<file path="src/rtl/gpio2b_pkg.sv">
package gpio2b_pkg;

    localparam int WORD_BITS = 32;
    localparam int LANES     = WORD_BITS / 8;

    typedef enum logic [2:0] {
        RG_ENABLE = 3'd0,
        RG_DIR    = 3'd1,
        RG_LEVEL  = 3'd2,
        RG_RISE   = 3'd3,
        RG_FALL   = 3'd4,
        RG_EVENT  = 3'd5,
        RG_SPARE  = 3'd6,
        RG_STATUS = 3'd7
    } reg_sel_e;

    typedef struct packed {
        logic                 wr;
        reg_sel_e             sel;
        logic [WORD_BITS-1:0] data;
        logic [WORD_BITS-1:0] mask;
    } bank_req_t;

    function automatic logic [WORD_BITS-1:0] lane_mask(input logic [LANES-1:0] be);
        logic [WORD_BITS-1:0] m;
        for (int k = 0; k < LANES; k++) begin
            m[k*8 +: 8] = {8{be[k]}};
        end
        return m;
    endfunction

endpackage

</file>
<file path="src/rtl/gpio2b_sync.sv">
module gpio2b_sync #(
    parameter int WIDTH = 14
) (
    input  logic             clk,
    input  logic             rst,
    input  logic [WIDTH-1:0] raw,
    output logic [WIDTH-1:0] synced,
    output logic [WIDTH-1:0] rise,
    output logic [WIDTH-1:0] fall
);
    logic [WIDTH-1:0] meta_q, sync_q, prev_q;

    always_ff @(posedge clk) begin
        if (rst) begin
            meta_q <= '0;
            sync_q <= '0;
            prev_q <= '0;
        end else begin
            meta_q <= raw;
            sync_q <= meta_q;
            prev_q <= sync_q;
        end
    end

    assign synced = sync_q;
    assign rise   = sync_q & ~prev_q;
    assign fall   = ~sync_q & prev_q;
endmodule

</file>
<file path="src/rtl/gpio2b_bank.sv">
module gpio2b_bank
    import gpio2b_pkg::*;
#(
    parameter int WIDTH = 10
) (
    input  logic                 clk,
    input  logic                 rst,
    input  bank_req_t            req,
    input  logic [WIDTH-1:0]     pin_sync,
    input  logic [WIDTH-1:0]     rise,
    input  logic [WIDTH-1:0]     fall,
    output logic [WORD_BITS-1:0] rd_word,
    output logic [WIDTH-1:0]     drive_en,
    output logic [WIDTH-1:0]     drive_val,
    output logic [WIDTH-1:0]     status,
    output logic [WIDTH-1:0]     event_en,
    output logic [WIDTH-1:0]     trig_en
);
    logic [WIDTH-1:0] en_q, dir_q, lvl_q, rte_q, fte_q, evt_q, spr_q, sts_q;
    logic [WIDTH-1:0] wd, wm, clr, hit;

    assign wd  = req.data[WIDTH-1:0];
    assign wm  = req.mask[WIDTH-1:0];
    assign clr = (req.wr && req.sel == RG_STATUS) ? (wd & wm) : '0;
    assign hit = (rise & rte_q) | (fall & fte_q);

    function automatic logic [WIDTH-1:0] merge(input logic [WIDTH-1:0] old);
        return (old & ~wm) | (wd & wm);
    endfunction

    always_ff @(posedge clk) begin
        if (rst) begin
            en_q  <= '0;
            dir_q <= '1;
            lvl_q <= '0;
            rte_q <= '0;
            fte_q <= '0;
            evt_q <= '0;
            spr_q <= '0;
            sts_q <= '0;
        end else begin
            if (req.wr) begin
                case (req.sel)
                    RG_ENABLE: en_q  <= merge(en_q);
                    RG_DIR:    dir_q <= merge(dir_q);
                    RG_LEVEL:  lvl_q <= merge(lvl_q);
                    RG_RISE:   rte_q <= merge(rte_q);
                    RG_FALL:   fte_q <= merge(fte_q);
                    RG_EVENT:  evt_q <= merge(evt_q);
                    RG_SPARE:  spr_q <= merge(spr_q);
                    default:   ;
                endcase
            end
            sts_q <= (sts_q & ~clr) | hit;
        end
    end

    assign drive_en  = en_q & ~dir_q;
    assign drive_val = lvl_q;
    assign status    = sts_q;
    assign event_en  = evt_q;
    assign trig_en   = rte_q | fte_q;

    always_comb begin
        rd_word = '0;
        case (req.sel)
            RG_ENABLE: rd_word[WIDTH-1:0] = en_q;
            RG_DIR:    rd_word[WIDTH-1:0] = dir_q;
            RG_LEVEL:  rd_word[WIDTH-1:0] = (drive_en & lvl_q) | (~drive_en & pin_sync);
            RG_RISE:   rd_word[WIDTH-1:0] = rte_q;
            RG_FALL:   rd_word[WIDTH-1:0] = fte_q;
            RG_EVENT:  rd_word[WIDTH-1:0] = evt_q;
            RG_SPARE:  rd_word[WIDTH-1:0] = spr_q;
            default:   rd_word[WIDTH-1:0] = sts_q;
        endcase
    end
endmodule

</file>
<file path="src/rtl/gpio2b_ctrl.sv">
module gpio2b_ctrl
    import gpio2b_pkg::*;
#(
    parameter int N_PINS      = 14,
    parameter int RESUME_BASE = 10
) (
    input  logic              clk,
    input  logic              rst,
    input  logic              wr_en,
    input  logic [3:0]        reg_addr,
    input  logic [31:0]       wdata,
    input  logic [3:0]        be,
    output logic [31:0]       rdata,
    input  logic [N_PINS-1:0] pin_in,
    output logic [N_PINS-1:0] pin_out,
    output logic [N_PINS-1:0] pin_oe,
    output logic              event_o
);
    localparam int CORE_W = RESUME_BASE;
    localparam int RES_W  = N_PINS - RESUME_BASE;

    logic [N_PINS-1:0] synced, rise, fall;
    logic [N_PINS-1:0] status_all, evten_all, trig_all;
    logic [31:0]       rd_w [2];
    logic [31:0]       mask_w;

    assign mask_w = lane_mask(be);

    gpio2b_sync #(.WIDTH(N_PINS)) u_sync (
        .clk    (clk),
        .rst    (rst),
        .raw    (pin_in),
        .synced (synced),
        .rise   (rise),
        .fall   (fall)
    );

    for (genvar b = 0; b < 2; b++) begin : g_bank
        localparam int W  = (b == 0) ? CORE_W : RES_W;
        localparam int LO = (b == 0) ? 0 : CORE_W;
        bank_req_t req;

        assign req.wr   = wr_en && (reg_addr[3] == 1'(b));
        assign req.sel  = reg_sel_e'(reg_addr[2:0]);
        assign req.data = wdata;
        assign req.mask = mask_w;

        gpio2b_bank #(.WIDTH(W)) u_bank (
            .clk       (clk),
            .rst       (rst),
            .req       (req),
            .pin_sync  (synced[LO +: W]),
            .rise      (rise[LO +: W]),
            .fall      (fall[LO +: W]),
            .rd_word   (rd_w[b]),
            .drive_en  (pin_oe[LO +: W]),
            .drive_val (pin_out[LO +: W]),
            .status    (status_all[LO +: W]),
            .event_en  (evten_all[LO +: W]),
            .trig_en   (trig_all[LO +: W])
        );
    end

    assign rdata   = rd_w[reg_addr[3]];
    assign event_o = |(status_all & evten_all);
endmodule

</file>
<file path="config.mk">
export PLATFORM = sky130hd
export DESIGN_NAME = gpio2b_ctrl
export DESIGN_NICKNAME = d
export VERILOG_FILES = /design/src/rtl/gpio2b_pkg.sv /design/src/rtl/gpio2b_sync.sv /design/src/rtl/gpio2b_bank.sv /design/src/rtl/gpio2b_ctrl.sv
export SDC_FILE = /design/constraint.sdc
export NUM_CORES = 1
export LEC_CHECK = 0
export ABC_AREA = 1
export BUFFER_PORTS_ARGS = -buffer_cell sky130_fd_sc_hd__buf_2
export CAP_MARGIN = 40
export CORE_MARGIN = 1
export CORE_UTILIZATION = 48
export CTS_CLUSTER_SIZE = 8
export DETAILED_ROUTE_END_ITERATION = 12
export PLACE_DENSITY_LB_ADDON = 0.15
export REMOVE_ABC_BUFFERS = 1
export SLEW_MARGIN = 10
export SYNTH_ARGS = -nofsm -noshare
export SYNTH_HDL_FRONTEND = slang
export SYNTH_SLANG_ARGS = --single-unit
</file>
<file path="constraint.sdc">
create_clock -name clk -period 1.05 [get_ports clk]
set_clock_uncertainty 0.05 [all_clocks]
set_input_delay 0 -clock clk [delete_from_list [all_inputs] [get_ports clk]]
set_output_delay 0 -clock clk [all_outputs]
set_load 0.05 [all_outputs]
</file>
==> flow_summary.ini <==
[run_status]
outcome = finished, violations left
violations = setup timing

[worst_setup_path]
crit_top_cell = nand2_2
slowest_delay_ns = 0.36
reg2reg_from = u_sync.synced[12]$_SDFF_PP0_
required_ns = 1.00
critPathKind = reg -> out
setup.worst_path.end_class = primary output
path_max_fanout = 2
ff2ff_setup_slack_ns = 0.06
crit_path_start_kind = flip-flop
worst-r2r-cell-count = 5
worst_path_max_delay_cell = dfxtp_4
reg2reg_to = g_bank[1].u_bank.status[2]$_SDFF_PP0_
cp_cell_sequence = buf_6 > nand4_1 > nand2_1 > nor2_2 > nand3_2 > nand2_2 > nand2_2 > buf_8
cp.arrival_ns = 1.59

[detailed_routing]
via_per_inst = 5.29
post-route-drc-count = 0
drt-total-wl_um = 23900
ant_nets = 0
via_count = 7745
firstDrtPassIters = 5
wl_per_cell_um = 16.3
initialDrtViolationCount = 736

[final_layout]
nNetsFinal = 1329
drive_above_1_share_pct = 33.5
final_cell_area_um2 = 10500
diodes = 0
final_util_pct = 74.5
area_growth_pct = 49.1

[power]
p_leak_uw = 0.00473
p_per_area_nw_per_um2 = 1330
vdd_ir_drop_max_mv = 1.39
finalPower_uw = 13900

[floorplanning]
die-height_um = 123
floorplan.initialDensity_pct = 50.0
pin_count = 118
rows = 43
die-area_um2 = 15100
core_um2 = 14000
die_w_um = 123

[job]
maxCapViolCount = 0

[logic_synthesis]
async_reset_ff_share_pct = 0
yosys.area_share.simple_pct = 27.9
synthTopCellsByArea = dfxtp_1, nor2_1, nand2_1, o21ai_0, inv_1
synth_common_cells = nor2_1, dfxtp_1, nand2_1
synth-compound-area-share_pct = 15.7
synth.distinct_cells = 27
ys_seq_elements = 154
synth_top_area_share_pct = 44.0
synthXorXnorAreaFrac_pct = 0
yosys.area.top_type = dfxtp_1
yosys.area_share.adder_pct = 0
postSynthCellCount = 1013
synthesis.area_um2 = 7010
synthMuxAreaShare_pct = 0
avgSynthCellArea_um2 = 6.92
ys.flop_type = dfxtp_1
synth_edf_count = 0
ys_seq_area_share_pct = 44.0
ys.warnings.count = 0
synth_top_family_by_area = simple AND/OR/NAND/NOR gates
yosysMostFrequentCell = nor2_1

[placement]
dpl.hpwl_um = 15500
gp_congestion = 0.972
dpl-instance-area_um2 = 8710
portBuffers = 71

[min_path]
hp-class = in -> reg
hp-start = rst
hold_path_depth = 4

[global_routing]
first_global_vias = 7134
grt_max_degree = 56
overflow = 0
antenna_found_initial = 1
track_usage_pct = 31.9
grt_pass1_wl_um = 36100

[clock_network]
clk_latency_ns = 0.43
h-tree-depth = 4
cts-root-buf = clkbuf_16
path_clk_slew_ns = 0.06
cts_buffer_depth = 2
cts_sinks = 154
numCtsBuffers = 17
cts_tree = done

[sta]
fin_crit_sh_pct = 156
whs_ns = 0.0332
postLayoutSetupSlackWorst_ns = -0.589
setup-violations-final = 63
fmax_ghz = 0.610
slew_violations = 0
finalCriticalPeriod_ns = 1.64
slew-limit-headroom_pct = 41.4
worst_slew_pin_slew_ns = 0.877
hold_viol = 0
rsz0062_at_grt = yes
layout make-up:
class                           instances  area (µm²)
Multi-Input combinational cell        684        3370
Tap cell                              180         225
Sequential cell                       154        3150
Inverter                              127         489
Clock inverter                         15         168
Fill cell                            1084        3580
Timing Repair Buffer                  288        2630
Clock buffer                           17         425
where the power goes:
group,total (µW),internal [µW],leakage (µW),switching [µW]
Clock,6160,3530,0.000266,2630
Combinational,1720,624,0.00320,1100
Sequential,6010,5950,0.00126,55.8
routing by layer:
metal / wire, µm / track usage (%) / up-vias
met4: 626 / 14.3 / 2
met5: 9 / 0 / -
met2: 11400 / 51.6 / 351
met1: 10100 / 40.9 / 3566
li1: - / - / 3761
met3: 1730 / 6.46 / 65
cells by family (layout without fill, tap and decap cells):
family / count (synthesis) / after routing
other: 1 / 22
DFF: 154 / 154
buffers and inverters: 196 / 447
and+or+nand+nor: 456 / 456
AOI/OAI and AO/OA: 206 / 206
placed cells by master (no fill, tap or decap), types with 38 or more instances in the layout:
master	n
a21oi_1	60
buf_4	147
buf_6	38
dfxtp_1	109
dfxtp_2	42
inv_1	91
nand2_1	138
nand3_1	61
nor2_1	176
o21ai_0	89
through the flow:
stage | std cells | setup TNS (ns) | setup WS [ns]
6_report | 1465 | -13.17 | -0.589
5_1_grt | 1465 | -15.31 | -0.672
4_1_cts | 1462 | -8.54 | -0.575
3_5_place_dp | 1391 | -24.45 | -0.371
3_3_place_gp | 1391 | -21.55 | -0.411
2_1_floorplan | 965 | -38.87 | -1.12
worst max path at each step:
stage | cells past startpoint | slack, ns | startpoint | endpoint
floorplan | 6 | -1.12 | flip-flop | rdata[5]
global placement | 6 | -0.41 | g_bank[0].u_bank.status[9]$_SDFF_PP0_ | event_o
detailed placement | 11 | -0.37 | reg_addr[0] | rdata[2]
CTS | 8 | -0.58 | flip-flop | rdata[2]
global route | 8 | -0.67 | flip-flop | rdata[1]
finish | 8 | -0.59 | flip-flop | rdata[1]
worst max-delay path, delay by kind of cell, from the launching register on:
| kind | cells | cell delay, ns |
|---|---|---|
| buf+inv | 2 | 0.27 |
| flops | 1 | 0.36 |
| simple gates | 6 | 0.54 |
timing repair:
action	4_1_cts	5_1_grt
hold endpoints to repair	106	17
hold buffers	33	2
pin swaps	31	41
resized for setup	232	66
setup endpoints to repair	39	49
buffers inserted	17	12
No activity file was read; power rests on OpenSTA's default activity.
